## src/rtl/acc_pkg.sv

```systemverilog
`timescale 1ns/1ps
package acc_pkg;

    // Control byte, decoded from the top eight bits of the instruction.
    typedef struct packed {
        logic       use_ram;    // operand from scratchpad
        logic       ram_wr;     // store accumulator
        logic       logic_mode; // 1 = bitwise/transfer
        logic       cin;        // adder carry-in
        logic [3:0] fsel;       // function code
    } ctl_t;

    localparam int CTL_W = $bits(ctl_t);

    typedef enum logic [3:0] {
        AF_PASS   = 4'd0,
        AF_DOUBLE = 4'd1,
        AF_ADD    = 4'd2,
        AF_SUB    = 4'd3
    } arith_fn_e;

    typedef enum logic [3:0] {
        LF_KEEP = 4'd0,
        LF_INV  = 4'd1,
        LF_LOAD = 4'd2,
        LF_AND  = 4'd3,
        LF_OR   = 4'd4
    } logic_fn_e;

endpackage

```

## src/rtl/acc_decode.sv

```systemverilog
`timescale 1ns/1ps
module acc_decode
    import acc_pkg::*;
#(
    parameter int DATA_W = 4,
    parameter int ADDR_W = 4,
    localparam int INSTR_W = CTL_W + DATA_W + ADDR_W
) (
    input  logic [INSTR_W-1:0] instr_i,
    output ctl_t               ctl_o,
    output logic [DATA_W-1:0]  imm_o,
    output logic [ADDR_W-1:0]  addr_o
);

    // Field split: control byte on top, then immediate, then address.
    always_comb begin
        ctl_o  = ctl_t'(instr_i[INSTR_W-1 -: CTL_W]);
        imm_o  = instr_i[ADDR_W +: DATA_W];
        addr_o = instr_i[0 +: ADDR_W];
    end

endmodule

```

## src/rtl/acc_scratch_ram.sv

```systemverilog
`timescale 1ns/1ps
module acc_scratch_ram #(
    parameter int DATA_W = 4,
    parameter int ADDR_W = 4,
    localparam int DEPTH = 1 << ADDR_W
) (
    input  logic              clk,
    input  logic              wr_en_i,
    input  logic [ADDR_W-1:0] addr_i,
    input  logic [DATA_W-1:0] wdata_i,
    output logic [DATA_W-1:0] rdata_n_o  // active-low read data
);

    logic [DATA_W-1:0] word_q [DEPTH];

    // One register per word; each cell keeps the complement of its value.
    for (genvar gi = 0; gi < DEPTH; gi++) begin : g_word
        logic [DATA_W-1:0] word_d;
        logic              hit;

        always_comb begin
            hit    = wr_en_i && (addr_i == ADDR_W'(gi));
            word_d = hit ? ~wdata_i : word_q[gi];
        end

        always_ff @(posedge clk) begin
            word_q[gi] <= word_d;
        end
    end

    always_comb begin
        rdata_n_o = word_q[addr_i];
    end

endmodule

```

## src/rtl/acc_operand_mux.sv

```systemverilog
`timescale 1ns/1ps
module acc_operand_mux #(
    parameter int DATA_W = 4
) (
    input  logic              use_ram_i,
    input  logic [DATA_W-1:0] imm_i,
    input  logic [DATA_W-1:0] ram_n_i,
    output logic [DATA_W-1:0] operand_o
);

    logic [DATA_W-1:0] ram_true;

    always_comb begin
        ram_true  = ~ram_n_i;  // restore polarity of scratchpad data
        operand_o = use_ram_i ? ram_true : imm_i;
    end

endmodule

```

## src/rtl/acc_alu.sv

```systemverilog
`timescale 1ns/1ps
module acc_alu
    import acc_pkg::*;
#(
    parameter int DATA_W = 4,
    localparam int SUM_W = DATA_W + 1
) (
    input  ctl_t              ctl_i,
    input  logic [DATA_W-1:0] a_i,
    input  logic [DATA_W-1:0] b_i,
    output logic [DATA_W-1:0] res_o,
    output logic              carry_o
);

    logic [DATA_W-1:0] addend;
    logic              arith_known;
    logic [SUM_W-1:0]  sum;

    // Arithmetic path: choose the second adder input, then add with carry-in.
    always_comb begin
        addend      = '0;
        arith_known = 1'b1;
        case (arith_fn_e'(ctl_i.fsel))
            AF_PASS:   addend = '0;
            AF_DOUBLE: addend = a_i;
            AF_ADD:    addend = b_i;
            AF_SUB:    addend = ~b_i;
            default:   arith_known = 1'b0;
        endcase
        sum = {1'b0, a_i} + {1'b0, addend} + {{DATA_W{1'b0}}, ctl_i.cin};
    end

    // Result select; bitwise mode and unknown codes leave the carry at 0.
    always_comb begin
        res_o   = a_i;
        carry_o = 1'b0;
        if (!ctl_i.logic_mode) begin
            if (arith_known) begin
                res_o   = sum[DATA_W-1:0];
                carry_o = sum[DATA_W];
            end
        end else begin
            case (logic_fn_e'(ctl_i.fsel))
                LF_KEEP: res_o = a_i;
                LF_INV:  res_o = ~a_i;
                LF_LOAD: res_o = b_i;
                LF_AND:  res_o = a_i & b_i;
                LF_OR:   res_o = a_i | b_i;
                default: res_o = a_i;
            endcase
        end
    end

endmodule

```

## src/rtl/acc_exec_top.sv

```systemverilog
`timescale 1ns/1ps
module acc_exec_top
    import acc_pkg::*;
#(
    parameter int DATA_W = 4,
    parameter int ADDR_W = 4,
    localparam int INSTR_W = CTL_W + DATA_W + ADDR_W
) (
    input  logic               clk,
    input  logic               rst,
    input  logic               step_en,
    input  logic [INSTR_W-1:0] instr,
    output logic [DATA_W-1:0]  acc_o,
    output logic               zero_o,
    output logic               carry_o
);

    typedef struct packed {
        logic [DATA_W-1:0] acc;
        logic              carry;
    } state_t;

    state_t            st_d, st_q;
    ctl_t              ctl;
    logic [DATA_W-1:0] imm;
    logic [ADDR_W-1:0] addr;
    logic [DATA_W-1:0] ram_n;
    logic [DATA_W-1:0] operand;
    logic [DATA_W-1:0] alu_res;
    logic              alu_carry;
    logic              ram_we;

    acc_decode #(.DATA_W(DATA_W), .ADDR_W(ADDR_W)) i_decode (
        .instr_i (instr),
        .ctl_o   (ctl),
        .imm_o   (imm),
        .addr_o  (addr)
    );

    acc_scratch_ram #(.DATA_W(DATA_W), .ADDR_W(ADDR_W)) i_ram (
        .clk       (clk),
        .wr_en_i   (ram_we),
        .addr_i    (addr),
        .wdata_i   (st_q.acc),
        .rdata_n_o (ram_n)
    );

    acc_operand_mux #(.DATA_W(DATA_W)) i_mux (
        .use_ram_i (ctl.use_ram),
        .imm_i     (imm),
        .ram_n_i   (ram_n),
        .operand_o (operand)
    );

    acc_alu #(.DATA_W(DATA_W)) i_alu (
        .ctl_i   (ctl),
        .a_i     (st_q.acc),
        .b_i     (operand),
        .res_o   (alu_res),
        .carry_o (alu_carry)
    );

    // Next-state: reset dominates, then idle, then store, then ALU writeback.
    always_comb begin
        st_d   = st_q;
        ram_we = 1'b0;
        if (rst) begin
            st_d = '0;
        end else if (step_en) begin
            if (ctl.ram_wr) begin
                ram_we = 1'b1;
            end else begin
                st_d.acc   = alu_res;
                st_d.carry = alu_carry;
            end
        end
    end

    always_ff @(posedge clk) begin
        st_q <= st_d;
    end

    always_comb begin
        acc_o   = st_q.acc;
        carry_o = st_q.carry;
        zero_o  = (st_q.acc == '0);
    end

endmodule

```

## config.mk

```make
export PLATFORM = sky130hd
export DESIGN_NAME = acc_exec_top
export DESIGN_NICKNAME = d
export VERILOG_FILES = /design/src/rtl/acc_pkg.sv /design/src/rtl/acc_decode.sv /design/src/rtl/acc_scratch_ram.sv /design/src/rtl/acc_operand_mux.sv /design/src/rtl/acc_alu.sv /design/src/rtl/acc_exec_top.sv
export SDC_FILE = /design/constraint.sdc
export NUM_CORES = 1
export LEC_CHECK = 0
export ABC_AREA = 1
export ABC_CLOCK_PERIOD_IN_PS = 3550
export BUFFER_PORTS_ARGS = -buffer_cell sky130_fd_sc_hd__buf_2
export CAP_MARGIN = 40
export CORE_UTILIZATION = 50
export DETAILED_ROUTE_END_ITERATION = 10
export PLACE_DENSITY_LB_ADDON = 0.12
export RECOVER_POWER = 25
export SETUP_SLACK_MARGIN = 0.3
export SLEW_MARGIN = 20
export SYNTH_ARGS = -nofsm -noshare
export SYNTH_HDL_FRONTEND = slang
export SYNTH_HIERARCHICAL = 1
export SYNTH_SLANG_ARGS = --single-unit
```

## constraint.sdc

```tcl
create_clock -name clk -period 3.55 [get_ports clk]
set_input_delay 0.5325 -clock clk [delete_from_list [all_inputs] [get_ports clk]]
set_output_delay 0.5325 -clock clk [all_outputs]
set_load 0.005 [all_outputs]
```

==> out/summary.md, run 1 <==
The area added between synthesis and finish works out to 6.671%. The logs give 0.5158 for the proportion of synthesized chip area in sequential cells and 0.34 ns for the later-pin clock latency in the skew report. The most used flip-flop cell after synthesis is sky130_fd_sc_hd__edfxtp_1. The run gives 8627 um as the aggregate routed wire length. The die is 90.55 um tall. Overall fraction of global-route tracks in use: 0.2217. Across the routed clock network, the largest skew measured is 0.008947 ns. The number of nets at the end of the flow is 505, and the clock transition at the register clock pins on the worst setup and hold paths after CTS is 0.07 ns.

Counting along the longest clock path gives a buffer depth of 2. The first global-routing pass estimated 14000 um of wire. The post-route clock period utilization was 0.8122. The run gives 584 as the non-filler instance count after layout. The fraction of the mapped netlist area in simple logic gates is 0.3176. The multiplexer fraction of the synthesized cell area is 0, and the synthesized netlist cell count is 469.

The flow ran to the end, and the final reports show no timing, DRC or antenna violations. The total clock sinks is 69. Summed over all instances, the cell type with the most area after synthesis is sky130_fd_sc_hd__edfxtp_1. The CTS buffer count was 9; the total core area was 7408 um^2. For the leftover overflow at the end of global routing, the log shows 0. For this design the static power due to leakage is 0.001871 uW. The number of storage elements in the synthesis netlist was 69; the total via count after detailed routing was 3026.

The utilization of the core after routing was 0.5644. In this run the number of H-tree levels came out at 3. Setup total negative slack on the finished layout was measured at 0 ns.

Port buffering added 24 buffers. TritonCTS built the clock tree. The run gives 31 as the total number of placement rows.

The number of placed instances with taps included is 568. sky130_fd_sc_hd__nand2_1 is the most common cell in the netlist. The effective utilization at floorplan was 0.5291. The via count of the first global-routing pass was 2839.

The horizontal die dimension was 90.55 um. After synthesis, the largest family of logic cells by area is simple AND/OR/NAND/NOR gates. Post-CTS timing repair inserted 0 buffers for setup. After detailed routing, the number of remaining DRC violations is 0. Of all nets on the critical path, the largest fanout is 17.

The setup path with the least slack is of type in -> reg. When the netlist entered floorplanning its net count stood at 493. The estimated wirelength of the detail-placed design is 5959 um. The detail route stage leaves a number of antenna-violating nets equal to 0. The adder-cell share of the synthesized area works out to 0.01979.

By area the synthesized netlist is led by sky130_fd_sc_hd__edfxtp_1 49%, sky130_fd_sc_hd__nand2_1 19%, sky130_fd_sc_hd__nand3_1 4.3%. The repair_antennas step left the layout with diodes totalling 0. The final count of hold timing violations is 0, and the pin count of the biggest net entering global routing is 35.

Each instance of the synthesized netlist takes up on average 8.358 um^2. Counting distinct cell types in the post-synthesis netlist gives 30. The die covers 8198 um^2.

The number of placed I/O pins is 25, and the transition at the pin with the smallest max-transition slack is 0.6546 ns. The logs give 0 for the number of maximum-capacitance constraint violations and 0 for the initial antenna violation count. Across the VDD grid, the largest voltage drop is 0.0002576 V. The worst path needs 2.883 ns of the cycle, external delays included. Derived from the worst setup path, the maximum achievable clock frequency is 346.8 MHz. In the final layout, the multi-input gates occupy 1451 um^2. The min-delay analysis places its worst path in the category reg -> reg. The Yosys warning count was 6; the mean routed wirelength per cell was 14.77 um. The run gives 0 as the final count of pins violating max slew. The setup-violating endpoint count in the final report was 0; the xor/xnor cell area share of the yosys netlist was 0.002234. The logs give 3.79 ns for the required time at the worst-slack endpoint and 3.12 ns for the data arrival time of the critical path. Synthesized-area fraction occupied by ao, oa, aoi and oai cells: 0.03064. Counting flops with a built-in enable in the synthesized netlist gives 64. Summing all flip-flop and latch instances after layout gives 2022 um^2.

The fraction of synthesis flops using an asynchronous set or reset pin is 0, and the iteration count of the initial detailed-routing pass is 5. Setup repair after global routing left no endpoint under its margin. The tools report the number of DRC markers in iteration 0 as 226. The relative slew slack was 0.5631; the ratio of total power to cell area was 429.2 nW/um^2. The routability congestion estimate was 0.9462.

The area share of the largest cell type after synthesis works out to 0.4903. The worst setup path is launched from a primary input. The root buffer selected by CTS is sky130_fd_sc_hd__clkbuf_8. The mapped netlist covers 3920 um^2. The ratio of cells with drive above 1 in the final layout is 0.1649. Sorting the synthesized cells by how often they occur yields 194 x sky130_fd_sc_hd__nand2_1, 64 x sky130_fd_sc_hd__edfxtp_1, 42 x sky130_fd_sc_hd__inv_1. Fill cells in the final layout number 698.

In the routed layout, each cell is associated on average with a via count of 5.182. The type of element capturing the critical path is a flop.
## layout by cell type, fill, tap and decap left out
master | netlist | final
sky130_fd_sc_hd__nand2_1 | 194 | 194
sky130_fd_sc_hd__edfxtp_1 | 64 | 64
sky130_fd_sc_hd__inv_1 | 42 | 42
sky130_fd_sc_hd__nand3_1 | 34 | 34
sky130_fd_sc_hd__nor2_1 | 32 | 32
sky130_fd_sc_hd__buf_2 | 1 | 23
sky130_fd_sc_hd__nand2_2 | 21 | 21
sky130_fd_sc_hd__clkbuf_8 | 0 | 9
sky130_fd_sc_hd__inv_2 | 7 | 7
sky130_fd_sc_hd__o21ai_1 | 7 | 7
sky130_fd_sc_hd__a21oi_1 | 6 | 6
sky130_fd_sc_hd__dfxtp_1 | 5 | 5
sky130_fd_sc_hd__clkinv_1 | 2 | 4
sky130_fd_sc_hd__or2_2 | 4 | 4
sky130_fd_sc_hd__o221ai_1 | 3 | 3
sky130_fd_sc_hd__o21ai_0 | 3 | 3
sky130_fd_sc_hd__ha_1 | 3 | 3
sky130_fd_sc_hd__buf_4 | 20 | 3
sky130_fd_sc_hd__nor2_4 | 2 | 2
sky130_fd_sc_hd__bufinv_16 | 0 | 2
sky130_fd_sc_hd__nor2_2 | 2 | 2
sky130_fd_sc_hd__nand2_4 | 2 | 2
sky130_fd_sc_hd__fa_1 | 2 | 2
sky130_fd_sc_hd__nor3b_1 | 1 | 1
sky130_fd_sc_hd__nor3_1 | 1 | 1
sky130_fd_sc_hd__clkbuf_1 | 0 | 1
sky130_fd_sc_hd__clkinv_4 | 0 | 1
sky130_fd_sc_hd__inv_6 | 0 | 1
sky130_fd_sc_hd__a31oi_1 | 1 | 1
sky130_fd_sc_hd__xor2_1 | 1 | 1
sky130_fd_sc_hd__a211oi_1 | 1 | 1
sky130_fd_sc_hd__clkinv_8 | 0 | 1
sky130_fd_sc_hd__buf_8 | 0 | 1
sky130_fd_sc_hd__buf_6 | 4 | 1
## report_power, final
group	switching [uW]	internal, uW	leakage, uW
clock	286	388	0.000101
sequential	8.42	896	0.000565
combinational	146	69.1	0.00120
## critical path, stage by stage
cell and delay (ns):
sky130_fd_sc_hd__buf_6 0.17, sky130_fd_sc_hd__clkinv_8 0.14, sky130_fd_sc_hd__nand2_2 0.08, sky130_fd_sc_hd__nand2_1 0.06, sky130_fd_sc_hd__nand2_1 0.06, sky130_fd_sc_hd__nand2_1 0.05
sky130_fd_sc_hd__nand2_1 0.07, sky130_fd_sc_hd__nand2_1 0.06, sky130_fd_sc_hd__inv_1 0.05, sky130_fd_sc_hd__nand2_1 0.04, sky130_fd_sc_hd__inv_1 0.04, sky130_fd_sc_hd__nand2_1 0.04
sky130_fd_sc_hd__nand2_1 0.11, sky130_fd_sc_hd__nand3_1 0.10, sky130_fd_sc_hd__o21ai_1 0.10, sky130_fd_sc_hd__a31oi_1 0.06, sky130_fd_sc_hd__fa_1 0.39, sky130_fd_sc_hd__inv_1 0.09
sky130_fd_sc_hd__fa_1 0.40, sky130_fd_sc_hd__o21ai_0 0.16, sky130_fd_sc_hd__nand2_1 0.07, sky130_fd_sc_hd__inv_1 0.07, sky130_fd_sc_hd__nand3_1 0.06, sky130_fd_sc_hd__nand2_1 0.06
sky130_fd_sc_hd__nor2_1 0.04
## final cells by class
cell class                 instances  share of cell area
sequential                        69              0.4835
inverter                          52             0.04967
tap                               99             0.02962
clock inverter                     5             0.01825
timing repair inverter             1            0.002095
multi-input combinational        320              0.3471
timing repair buffer              28             0.03920
clock buffer                      10             0.03052
## registers in the layout (all words and copies together) (netlist names)
register,cells
i_ram/word_q,64
carry_o,1
acc_o,4
## cell families after synthesis
| family | after synthesis |
|---|---|
| AND/OR/NAND/NOR | 293 |
| buffers and inverters | 80 |
| flip-flops | 69 |
| AO/OA/AOI/OAI | 21 |
| adder cells (fa/ha/maj) | 5 |
| XOR/XNOR | 1 |
## stage by stage
stage / power, uW / setup slack [ns] / instance area (um^2) / hold slack, ns
floorplan: 1091 / 0.5317 / 3920 / 0.4799
global placement: 1129 / 0.2821 / 3950 / 0.4733
detailed placement: 1132 / 0.1870 / 3950 / 0.4795
CTS: 1797 / 0.5436 / 4154 / 0.4793
global route: 1862 / 0.2999 / 4182 / 0.5267
finish: 1795 / 0.6669 / 4182 / 0.4893
## per-layer routing
layer | wire length (um) | global-route usage | up-vias
met3 | 450 | 0.03451 | 18
met5 | 0 | 0 | -
met1 | 4148 | 0.3154 | 1408
met4 | 151 | 0.09543 | 0
met2 | 3876 | 0.3352 | 104
li1 | - | - | 1496
## worst paths after layout
kind | startpoint | to | slack [ns] | cells after the start
setup reg to reg | i_ram/word_q[0][0] | acc_o[1] | 0.79 | 23
setup / recovery | instr[0] | acc_o[1] | 0.67 | 25
hold reg to reg | carry_o | carry_o | 0.49 | 2
hold / removal | carry_o | carry_o | 0.49 | 2
## repair_timing
action,4_1_cts,5_1_grt
setup endpoints to repair,0,2
gates resized for setup,0,6
hold buffers,0,0
No activity file was read; power rests on OpenSTA's default activity.
==> inputs of run 2 (changes only) <==
--- a/config.mk
+++ b/config.mk
@@ -5,8 +5,8 @@
 export SDC_FILE = /design/constraint.sdc
 export NUM_CORES = 1
 export LEC_CHECK = 0
-export ABC_AREA = 1
-export ABC_CLOCK_PERIOD_IN_PS = 3550
+export ABC_AREA = 0
+export ABC_CLOCK_PERIOD_IN_PS = 2700
 export BUFFER_PORTS_ARGS = -buffer_cell sky130_fd_sc_hd__buf_2
 export CAP_MARGIN = 40
 export CORE_UTILIZATION = 50
==> constraint.sdc (replaced) <==
create_clock -name clk -period 2.7 [get_ports clk]
set_input_delay 0.405 -clock clk [delete_from_list [all_inputs] [get_ports clk]]
set_output_delay 0.405 -clock clk [all_outputs]
set_load 0.005 [all_outputs]
==> run 2 against run 1 <==
The flow now finishes with violations (setup timing). Via count is 30% lower. Clock-buffer cell count is 1 lower. Final cell count is 32% lower. Synthesized cell count is 46% lower. Area after synthesis is 9.2% lower. Register-to-register slack worse by 1.2 ns. Largest power group unchanged. Highest routed layer unchanged.
==> out/summary.md, run 2 <==
The relative slew slack was 0.5799 (was 0.5631); the fraction of synthesis flops using an asynchronous set or reset pin was 0 (unchanged). The synthesized netlist cell count was 255 (was 469); the number of nets with antenna violations after detailed routing was 0 (unchanged). The internal power contribution was 1714 uW (was 1354 uW). The tools report the root buffer selected by CTS as sky130_fd_sc_hd__clkbuf_8 (unchanged). Largest buffer count on any clock path: 2 (unchanged). The area share of the largest cell type after synthesis works out to 0.5401 (was 0.4903). The highest-utilization routing layer at the global route stage is met2 (unchanged). The relative contribution of the clock network to total power was 0.354 (was 0.376); the initial antenna violation count was 0 (unchanged).

The cell type with the highest aggregate area in the netlist was sky130_fd_sc_hd__edfxtp_1 (unchanged). The most frequent standard cell in the layout excluding fill and tap cells is sky130_fd_sc_hd__edfxtp_1 (was sky130_fd_sc_hd__nand2_1). The maximum net fanout on the critical path works out to 3 (was 17). The aggregate routed wire length was 7001 um (was 8627 um); the post-route clock skew was 0.003132 ns (was 0.008947 ns).

Cell with the largest stage delay on the worst path: sky130_fd_sc_hd__mux4_2 (was sky130_fd_sc_hd__fa_1). The number of DRC markers in iteration 0 came out at 130 (was 226). The kind of critical path is reg -> reg (was in -> reg).

Area contributors post-synth: sky130_fd_sc_hd__edfxtp_1 54%, sky130_fd_sc_hd__mux4_2 6.3%, sky130_fd_sc_hd__mux4_1 4.4% (was sky130_fd_sc_hd__edfxtp_1 49%, sky130_fd_sc_hd__nand2_1 19%, sky130_fd_sc_hd__nand3_1 4.3%). The register name with the most flops is i_ram/word_q (unchanged). Top post-synthesis cells by count: 64 x sky130_fd_sc_hd__edfxtp_1, 18 x sky130_fd_sc_hd__buf_4, 18 x sky130_fd_sc_hd__nor2_1 (was 194 x sky130_fd_sc_hd__nand2_1, 64 x sky130_fd_sc_hd__edfxtp_1, 42 x sky130_fd_sc_hd__inv_1).

The logs give 515.1 uW (was 440.6 uW) for the switching power of the nets and 5 (was 0) for the setup-violating endpoint count in the final report. The tools report the count of unresolved DRC violations after routing as 0 (unchanged). The horizontal die dimension was 86.36 um (was 90.55 um). The number of levels in the clock H-tree was 3 (unchanged). The worst-case setup margin in the final layout was -0.3991 ns (was 0.6669 ns); the transition at the pin with the smallest max-transition slack was 0.6253 ns (was 0.6546 ns). The vias per cell was 5.374 (was 5.182). The proportion of synthesized chip area in sequential cells came out at 0.5682 (was 0.5158). Most common cell type on the critical path: sky130_fd_sc_hd__fa_2 (was sky130_fd_sc_hd__nand2_1). The post-route clock period utilization was 1.148; the wire length of the first global-routing pass was 11300 um (was 14000 um). The tools report the total core area as 6832 um^2 (was 7408 um^2). Number of buffers added on ports: 24 (unchanged). The global routing usage on met2 was 0.3247 (was 0.3352); the effective utilization at floorplan was 0.5209 (was 0.5291).

Startpoint of the tightest hold check path: step_en (was carry_o). The iteration count of the initial detailed-routing pass was 4 (was 5); the pin count of the biggest net entering global routing was 17 (was 35). TritonCTS built the clock tree. The count of cell types in the netlist is 43 (was 30), and the clock transition at the register clock pins on the worst setup and hold paths after CTS is 0.07 ns (about the same). The critical path goes through mux4_2 > a22oi_2 > nand3_2 > mux2i_4 > a21oi_1 > a311o_1 > fa_2 > inv_2 > fa_2 > mux2i_1 > a211oi_2 > nand4bb_1 > o21ai_2. The die outline height was 86.36 um (was 90.55 um).

The logs give 0.03714 (was 0.03451) for the met3 layer usage reported by global route and 0 (unchanged) for the final antenna diode count. The flow ran to the end, but the final reports show violations. Type of element capturing the critical path: a flop (unchanged). The ratio of cells with drive above 1 in the final layout came out at 0.3633 (was 0.1649). Via count of the first global-routing pass: 2174 (was 2839).

The tools report the estimated wirelength of the detail-placed design as 5071 um (was 5959 um). The type of origin of the critical path is a flop (was a primary input). Switching power as a share of total power: 0.2311 (was 0.2455). For the number of maximum-capacitance constraint violations, the log shows 0 (unchanged). Final count of pins violating max slew: 0 (unchanged). The number of buffers and inverters on the critical path is 1 (was 6), and the mean routed wirelength per cell is 17.68 um (was 14.77 um). The area added between synthesis and finish works out to 15.15% (was 6.671%). Kind of path behind the tightest hold check: in -> reg (was reg -> reg). Leakage power total: 0.001317 uW (was 0.001871 uW). The overall fraction of global-route tracks in use was 0.2102 (was 0.2217). The number of placed I/O pins is 25 (unchanged). The most common flop cell mapped by yosys is sky130_fd_sc_hd__edfxtp_1 (unchanged). The hold buffer count at cts came out at 0 (unchanged). The tools report the number of inserted filler cells in the final layout as 579 (was 698).

The total via count after detailed routing is 2128 (was 3026). The logs give 3.33 ns (was 3.12 ns) for the data arrival time of the critical path and 6 (unchanged) for the Yosys warning count. The per-instance average area after synthesis is 13.95 um^2 (was 8.358 um^2), and the final count of hold timing violations is 0 (unchanged). The flip-flop count of the largest register, all copies and words added is 64 (unchanged). Critical register-to-register path startpoint: i_ram/word_q[3][0] (was i_ram/word_q[0][0]). The largest vdd supply drop was 0.0004942 V (was 0.0002576 V); the summed instance area of the synthesized netlist was 3558 um^2 (was 3920 um^2). The clock period minus final worst setup slack is 3.099 ns, and the logic gate share of total power is 0.118 (was 0.120). The ratio of total power to cell area is 544.1 nW/um^2 (was 429.2 nW/um^2). The final reports fail on setup timing. The setup TNS was -1.356 ns (was 0 ns). The gate family responsible for the most delay along the worst path was multiplexers (was simple AND/OR/NAND/NOR gates).

Commonest non-fill, non-tap cells in the layout: 64 x sky130_fd_sc_hd__edfxtp_1, 33 x sky130_fd_sc_hd__buf_4, 23 x sky130_fd_sc_hd__buf_2, 18 x sky130_fd_sc_hd__nor2_1, 12 x sky130_fd_sc_hd__inv_1 (was 194 x sky130_fd_sc_hd__nand2_1, 64 x sky130_fd_sc_hd__edfxtp_1, 42 x sky130_fd_sc_hd__inv_1, 34 x sky130_fd_sc_hd__nand3_1, 32 x sky130_fd_sc_hd__nor2_1). The number of flops mapped to enable cells by yosys is 64 (unchanged). The CTS buffer count was 9 (unchanged); the later-pin clock latency in the skew report was 0.34 ns (about the same).

For the required time at the worst-slack endpoint, the log shows 2.93 ns (was 3.79 ns). The tools report the total clock sinks as 69 (unchanged). The leftover overflow at the end of global routing was 0 (unchanged). The start point of the critical path was i_ram/word_q[3][0] (was instr[0]).

Setup repair after global routing could not meet its margin everywhere. The logs give 7458 um^2 (was 8198 um^2) for the floorplan die area and 30 (was 31) for the total number of placement rows. Most numerous cell in the Yosys netlist: sky130_fd_sc_hd__edfxtp_1 (was sky130_fd_sc_hd__nand2_1). The post-synth net total is 279 (was 493), and the stage delay of the slowest cell on the critical path is 0.48 ns (was 0.40 ns). The number of storage elements in the synthesis netlist was 69 (unchanged); the sequential group share of total power was 0.528 (was 0.504). The run gives 0.5998 (was 0.5644) as the utilization of the core after routing. The run gives 319 (was 505) as the number of nets at the end of the flow. The final hold slack is 0.4282 ns (was 0.4893 ns). For the fmax, the log shows 322.7 MHz. The logs give 0.2965 (was 0.3154) for the global routing met1 resource utilization and 0.8049 (was 0.9462) for the routability congestion estimate.
## run 2: cell count changes after synthesis, moves of 9 or more
cell,before,now
sky130_fd_sc_hd__nand2b_1,0,9
sky130_fd_sc_hd__mux4_2,0,10
sky130_fd_sc_hd__inv_1,42,13
sky130_fd_sc_hd__nand2_1,194,9
sky130_fd_sc_hd__nand2_2,21,0
sky130_fd_sc_hd__nor2_1,32,18
sky130_fd_sc_hd__nand3_1,34,9
## run 2: worst reg2reg max path: cells and delay by family, from the launching register on
kind	cells	cell delay (ns)
flops	1	0.36
fa+ha+maj	2	0.76
buf+inv	1	0.06
simple gates	2	0.24
compound gates	5	0.72
mux	3	0.85
## run 2: what timing repair did
action	in CTS	in global routing
pin swaps	8	3
buffers inserted	1	1
endpoints found under the setup margin	5	5
cloned	0	0
resized for setup	10	5
## run 2: path summary, 6_finish.rpt
path | end | slack, ns | depth (start not counted)
worst max-delay path | acc_o[1] | -0.40 | 13
worst min-delay path | carry_o | 0.43 | 3
worst max register to register | acc_o[1] | -0.40 | 13
worst min register to register | carry_o | 0.50 | 2
## run 2: area by class of cell
cell class              instances  area [um^2]  share of cell area
repair buffers                 58        385.4             0.09405
well taps                      96        120.1             0.02931
multi-input cells             144         1333              0.3252
flip-flops and latches         69         2022              0.4934
clock buffers                   9        123.9             0.03023
clock inverters                 7        65.06             0.01588
inverters                      13        48.80             0.01191
## run 2: power groups by stage
stage | Sequential, uW | Combinational [uW] | Clock, uW
5_1_grt | 1180 | 287 | 852
3_5_place_dp | 1200 | 245 | 0
4_1_cts | 1180 | 258 | 806
2_1_floorplan | 1200 | 174 | 0
3_3_place_gp | 1200 | 244 | 0
6_report | 1180 | 263 | 790
## run 2: through the flow
stage	instances	area (um^2)	power, uW	setup WS, ns
after floorplan	255	3570	1373	-0.5799
after global placement	378	3830	1444	-0.8191
after detailed placement	378	3830	1445	-0.9020
after CTS	395	4063	2240	-0.4146
after global routing	396	4098	2316	-0.5357
final	396	4098	2230	-0.3991
## run 2: metal layers
metal	vias up	part of all wire
met4	0	0.016
met1	1038	0.47
met5	-	0
met2	44	0.48
li1	1038	-
met3	8	0.035
## run 2: kinds of logic (layout without fill, tap and decap cells)
group / Yosys count / after routing / share of synthesized area
adders and majority gates: 5 / 5 / 0.02180
and+or+nand+nor: 73 / 73 / 0.1157
AOI/OAI and AO/OA: 39 / 39 / 0.08333
muxes: 21 / 21 / 0.1217
xor gates and xnor gates: 6 / 6 / 0.01477
buffers and inverters: 42 / 87 / 0.07454
DFF: 69 / 69 / 0.5682
==> inputs of run 3 (changes only) <==
--- a/config.mk
+++ b/config.mk
@@ -6,11 +6,10 @@
 export NUM_CORES = 1
 export LEC_CHECK = 0
 export ABC_AREA = 0
-export ABC_CLOCK_PERIOD_IN_PS = 2700
-export BUFFER_PORTS_ARGS = -buffer_cell sky130_fd_sc_hd__buf_2
 export CAP_MARGIN = 40
 export CORE_UTILIZATION = 50
 export DETAILED_ROUTE_END_ITERATION = 10
+export DONT_BUFFER_PORTS = 1
 export PLACE_DENSITY_LB_ADDON = 0.12
 export RECOVER_POWER = 25
 export SETUP_SLACK_MARGIN = 0.3
==> run 3 against run 2 <==
Critical path depth is the same. Critical path type unchanged. Non-clock buffer count shrank 21. Sequential cell count is the same. Core utilization shrank 0.64 points. Clock-buffer cell count grew 1. Largest power group unchanged. Via count is essentially flat. Register-to-register slack lost 0.09 ns. Hold slack lost 0.18 ns. Clock skew grew 0.0028 ns. Sequential share of layout area grew 0.53 points. The run still ends with setup timing left. Final cell count shrank 5.3%. Maximum frequency shrank 2.7%.
==> out/summary.md, run 3 (same netlist as run 2, synthesis figures left out) <==
The run finished, with violations left. Failing checks: setup timing (unchanged). The mean routed wirelength per cell was 19.55 um (was 17.68 um).

The flip-flop count of the largest register, all copies and words added is 64 (unchanged), and the number of maximum-capacitance constraint violations is 0 (unchanged). The data arrival time of the critical path is 3.42 ns (was 3.33 ns), and the effective utilization at floorplan is 0.5209 (unchanged). The pin count of the biggest net entering global routing is 24 (was 17), and the largest buffer count on any clock path is 2 (unchanged). The ratio of total power to cell area came out at 547.0 nW/um^2 (was 544.1 nW/um^2). The tools report the start point of the critical path as i_ram/word_q[3][0] (unchanged). The tools report the largest vdd supply drop as 0.0004234 V (was 0.0004942 V). The startpoint of the tightest hold check path was rst (was step_en).

List of cells traversed by the critical path: mux4_2 > a22oi_2 > nand3_2 > mux2i_2 > a21oi_1 > a311o_1 > fa_2 > inv_2 > fa_2 > mux2i_1 > a211oi_2 > nand4bb_1 > o21ai_2 (was mux4_2 > a22oi_2 > nand3_2 > mux2i_4 > a21oi_1 > a311o_1 > fa_2 > inv_2 > fa_2 > mux2i_1 > a211oi_2 > nand4bb_1 > o21ai_2). Setup repair after global routing could not meet its margin everywhere. Number of levels in the clock H-tree: 3 (unchanged).

The maximum net fanout on the critical path is 3 (unchanged). The die outline height came out at 86.36 um (unchanged). Commonest non-fill, non-tap cells in the layout: 64 x sky130_fd_sc_hd__edfxtp_1, 25 x sky130_fd_sc_hd__buf_4, 18 x sky130_fd_sc_hd__nor2_1, 12 x sky130_fd_sc_hd__inv_1, 12 x sky130_fd_sc_hd__buf_6 (was 64 x sky130_fd_sc_hd__edfxtp_1, 33 x sky130_fd_sc_hd__buf_4, 23 x sky130_fd_sc_hd__buf_2, 18 x sky130_fd_sc_hd__nor2_1, 12 x sky130_fd_sc_hd__inv_1). The CTS buffer count was 9 (unchanged); the number of buffers and inverters on the critical path was 1 (unchanged). The logs give 298 (was 319) for the number of nets at the end of the flow and -0.49 ns (was -0.40 ns) for the slack of the worst reg-to-reg path.

The estimated wirelength of the detail-placed design is 4640 um (was 5071 um). The utilization of the core after routing was 0.5934 (was 0.5998). The required time at the worst-slack endpoint was 2.93 ns (about the same). The initial antenna violation count is 0 (unchanged). The later-pin clock latency in the skew report is 0.33 ns (was 0.34 ns), and the multi-input gate area in the final layout is 1359 um^2 (was 1333 um^2). The leakage power total came out at 0.001253 uW (was 0.001317 uW). The tools report the root buffer selected by CTS as sky130_fd_sc_hd__clkbuf_8 (unchanged). The tools report the routability congestion estimate as 0.8289 (was 0.8049). The horizontal die dimension came out at 86.36 um (unchanged).

Vias per cell: 5.669 (was 5.374). The gate family responsible for the most delay along the worst path is multiplexers (unchanged). The number of stages on the worst hold path works out to 2 (was 3). The clock transition at the register clock pins on the worst setup and hold paths after CTS was 0.07 ns (about the same); the post-placement worst setup slack was -0.4708 ns (was -0.9020 ns). For the count of unresolved DRC violations after routing, the log shows 0 (unchanged). Register name with the most flops: i_ram/word_q (unchanged).

The overall fraction of global-route tracks in use is 0.2122 (was 0.2102), and the number of nets with antenna violations after detailed routing is 0 (unchanged). The hold buffer count at cts is 0 (unchanged), and the depth of the worst register-to-register path is 13 (unchanged). Transition at the pin with the smallest max-transition slack: 0.7721 ns (was 0.6253 ns). The stage delay of the slowest cell on the critical path came out at 0.49 ns (was 0.48 ns). The wire length of the first global-routing pass was 11390 um (was 11300 um). The floorplan die area was 7458 um^2 (unchanged); the final count of hold timing violations was 0 (unchanged). The ratio of cells with drive above 1 in the final layout is 0.3333 (was 0.3633). Kind of path behind the tightest hold check: in -> reg (unchanged). The total number of cells along the worst setup path was 13 (unchanged); the total clock sinks was 69 (unchanged). The clock period minus final worst setup slack works out to 3.186 ns (was 3.099 ns).

Number of buffers added on ports: 0 (was 24). The total number of placement rows was 30 (unchanged); the number of placed I/O pins was 25 (unchanged). The logs give 2022 um^2 (unchanged) for the sequential standard cell area and 0.005958 ns (was 0.003132 ns) for the post-route clock skew. The tools report the critical register-to-register path startpoint as i_ram/word_q[3][0] (unchanged). For the total core area, the log shows 6832 um^2 (unchanged). The relative slew slack came out at 0.4813 (was 0.5799). Final count of pins violating max slew: 0 (unchanged). The post-route clock period utilization was 1.180 (was 1.148); the number of DRC markers in iteration 0 was 133 (was 130). The setup-violating endpoint count in the final report is 5 (unchanged). The tools report the via count of the first global-routing pass as 2128 (was 2174).

The type of element capturing the critical path was a flop (unchanged). The most common cell type on the critical path was sky130_fd_sc_hd__fa_2 (unchanged). The run gives 2126 (was 2128) as the total via count after detailed routing. Final antenna diode count: 0 (unchanged).

The most frequent standard cell in the layout excluding fill and tap cells is sky130_fd_sc_hd__edfxtp_1 (unchanged). The tools report the aggregate routed wire length as 7330 um (was 7001 um). The tools report the type of origin of the critical path as a flop (unchanged). The tools report the leftover overflow at the end of global routing as 0 (unchanged). TritonCTS built the clock tree.

For the worst-case setup margin in the final layout, the log shows -0.4858 ns (was -0.3991 ns). For the number of inserted filler cells in the final layout, the log shows 554 (was 579). The fmax came out at 313.9 MHz (was 322.7 MHz).

The cell with the largest stage delay on the worst path was sky130_fd_sc_hd__mux4_2 (unchanged). The iteration count of the initial detailed-routing pass is 4 (unchanged). Area added between synthesis and finish: 13.92% (was 15.15%).

The kind of critical path is reg -> reg (unchanged).
## run 3: metrics by stage
stage | hold slack, ns | power (uW) | std cells | setup TNS, ns | area [um^2]
finish | 0.2459 | 2218 | 375 | -1.894 | 4054
global route | 0.2254 | 2299 | 375 | -2.504 | 4054
CTS | 0.2281 | 2219 | 374 | -1.522 | 3993
detailed placement | 0.4880 | 1373 | 335 | -1.824 | 3567
global placement | 0.4842 | 1373 | 335 | -1.883 | 3567
floorplan | 0.4698 | 1373 | 255 | -2.168 | 3570
## run 3: per-layer routing
| metal | up-vias | share of wire | track usage |
|---|---|---|---|
| li1 | 996 | - | - |
| met1 | 1055 | 0.46 | 0.2935 |
| met2 | 60 | 0.47 | 0.3211 |
| met3 | 15 | 0.043 | 0.04762 |
| met4 | 0 | 0.028 | 0.1015 |
| met5 | - | 0 | 0 |
## run 3: path summary, 6_finish.rpt
| kind | end |
|---|---|
| worst max-delay path | acc_o[1] |
| worst min-delay path | acc_o[2] |
| worst max register to register | acc_o[1] |
| worst min register to register | carry_o |
## run 3: layout make-up
cell class                 instances  area share
sequential                        69      0.4988
tap                               96     0.02963
multi-input combinational        144      0.3352
inverter                          13     0.01204
clock buffer                      10     0.03148
timing repair buffer              37     0.07963
clock inverter                     6     0.01327
## run 3: what timing repair did
item | CTS | global route
gates resized for setup | 19 | 11
setup endpoints to repair | 5 | 5
pin swaps | 13 | 10
buffers inserted | 23 | 1
## run 3: where the power goes
group	switching [uW]	internal [uW]
combinational	118	148
sequential	3.95	1170
clock	362	416
total	485	1730
## run 3: worst reg2reg max path: cells and delay by family (launching register included)
family	cells	cell delay, ns
buffers and inverters	1	0.06
multiplexers	3	0.90
adder cells (fa/ha/maj)	2	0.78
flip-flops	1	0.36
AND/OR/NAND/NOR	2	0.23
AO/OA/AOI/OAI	5	0.75
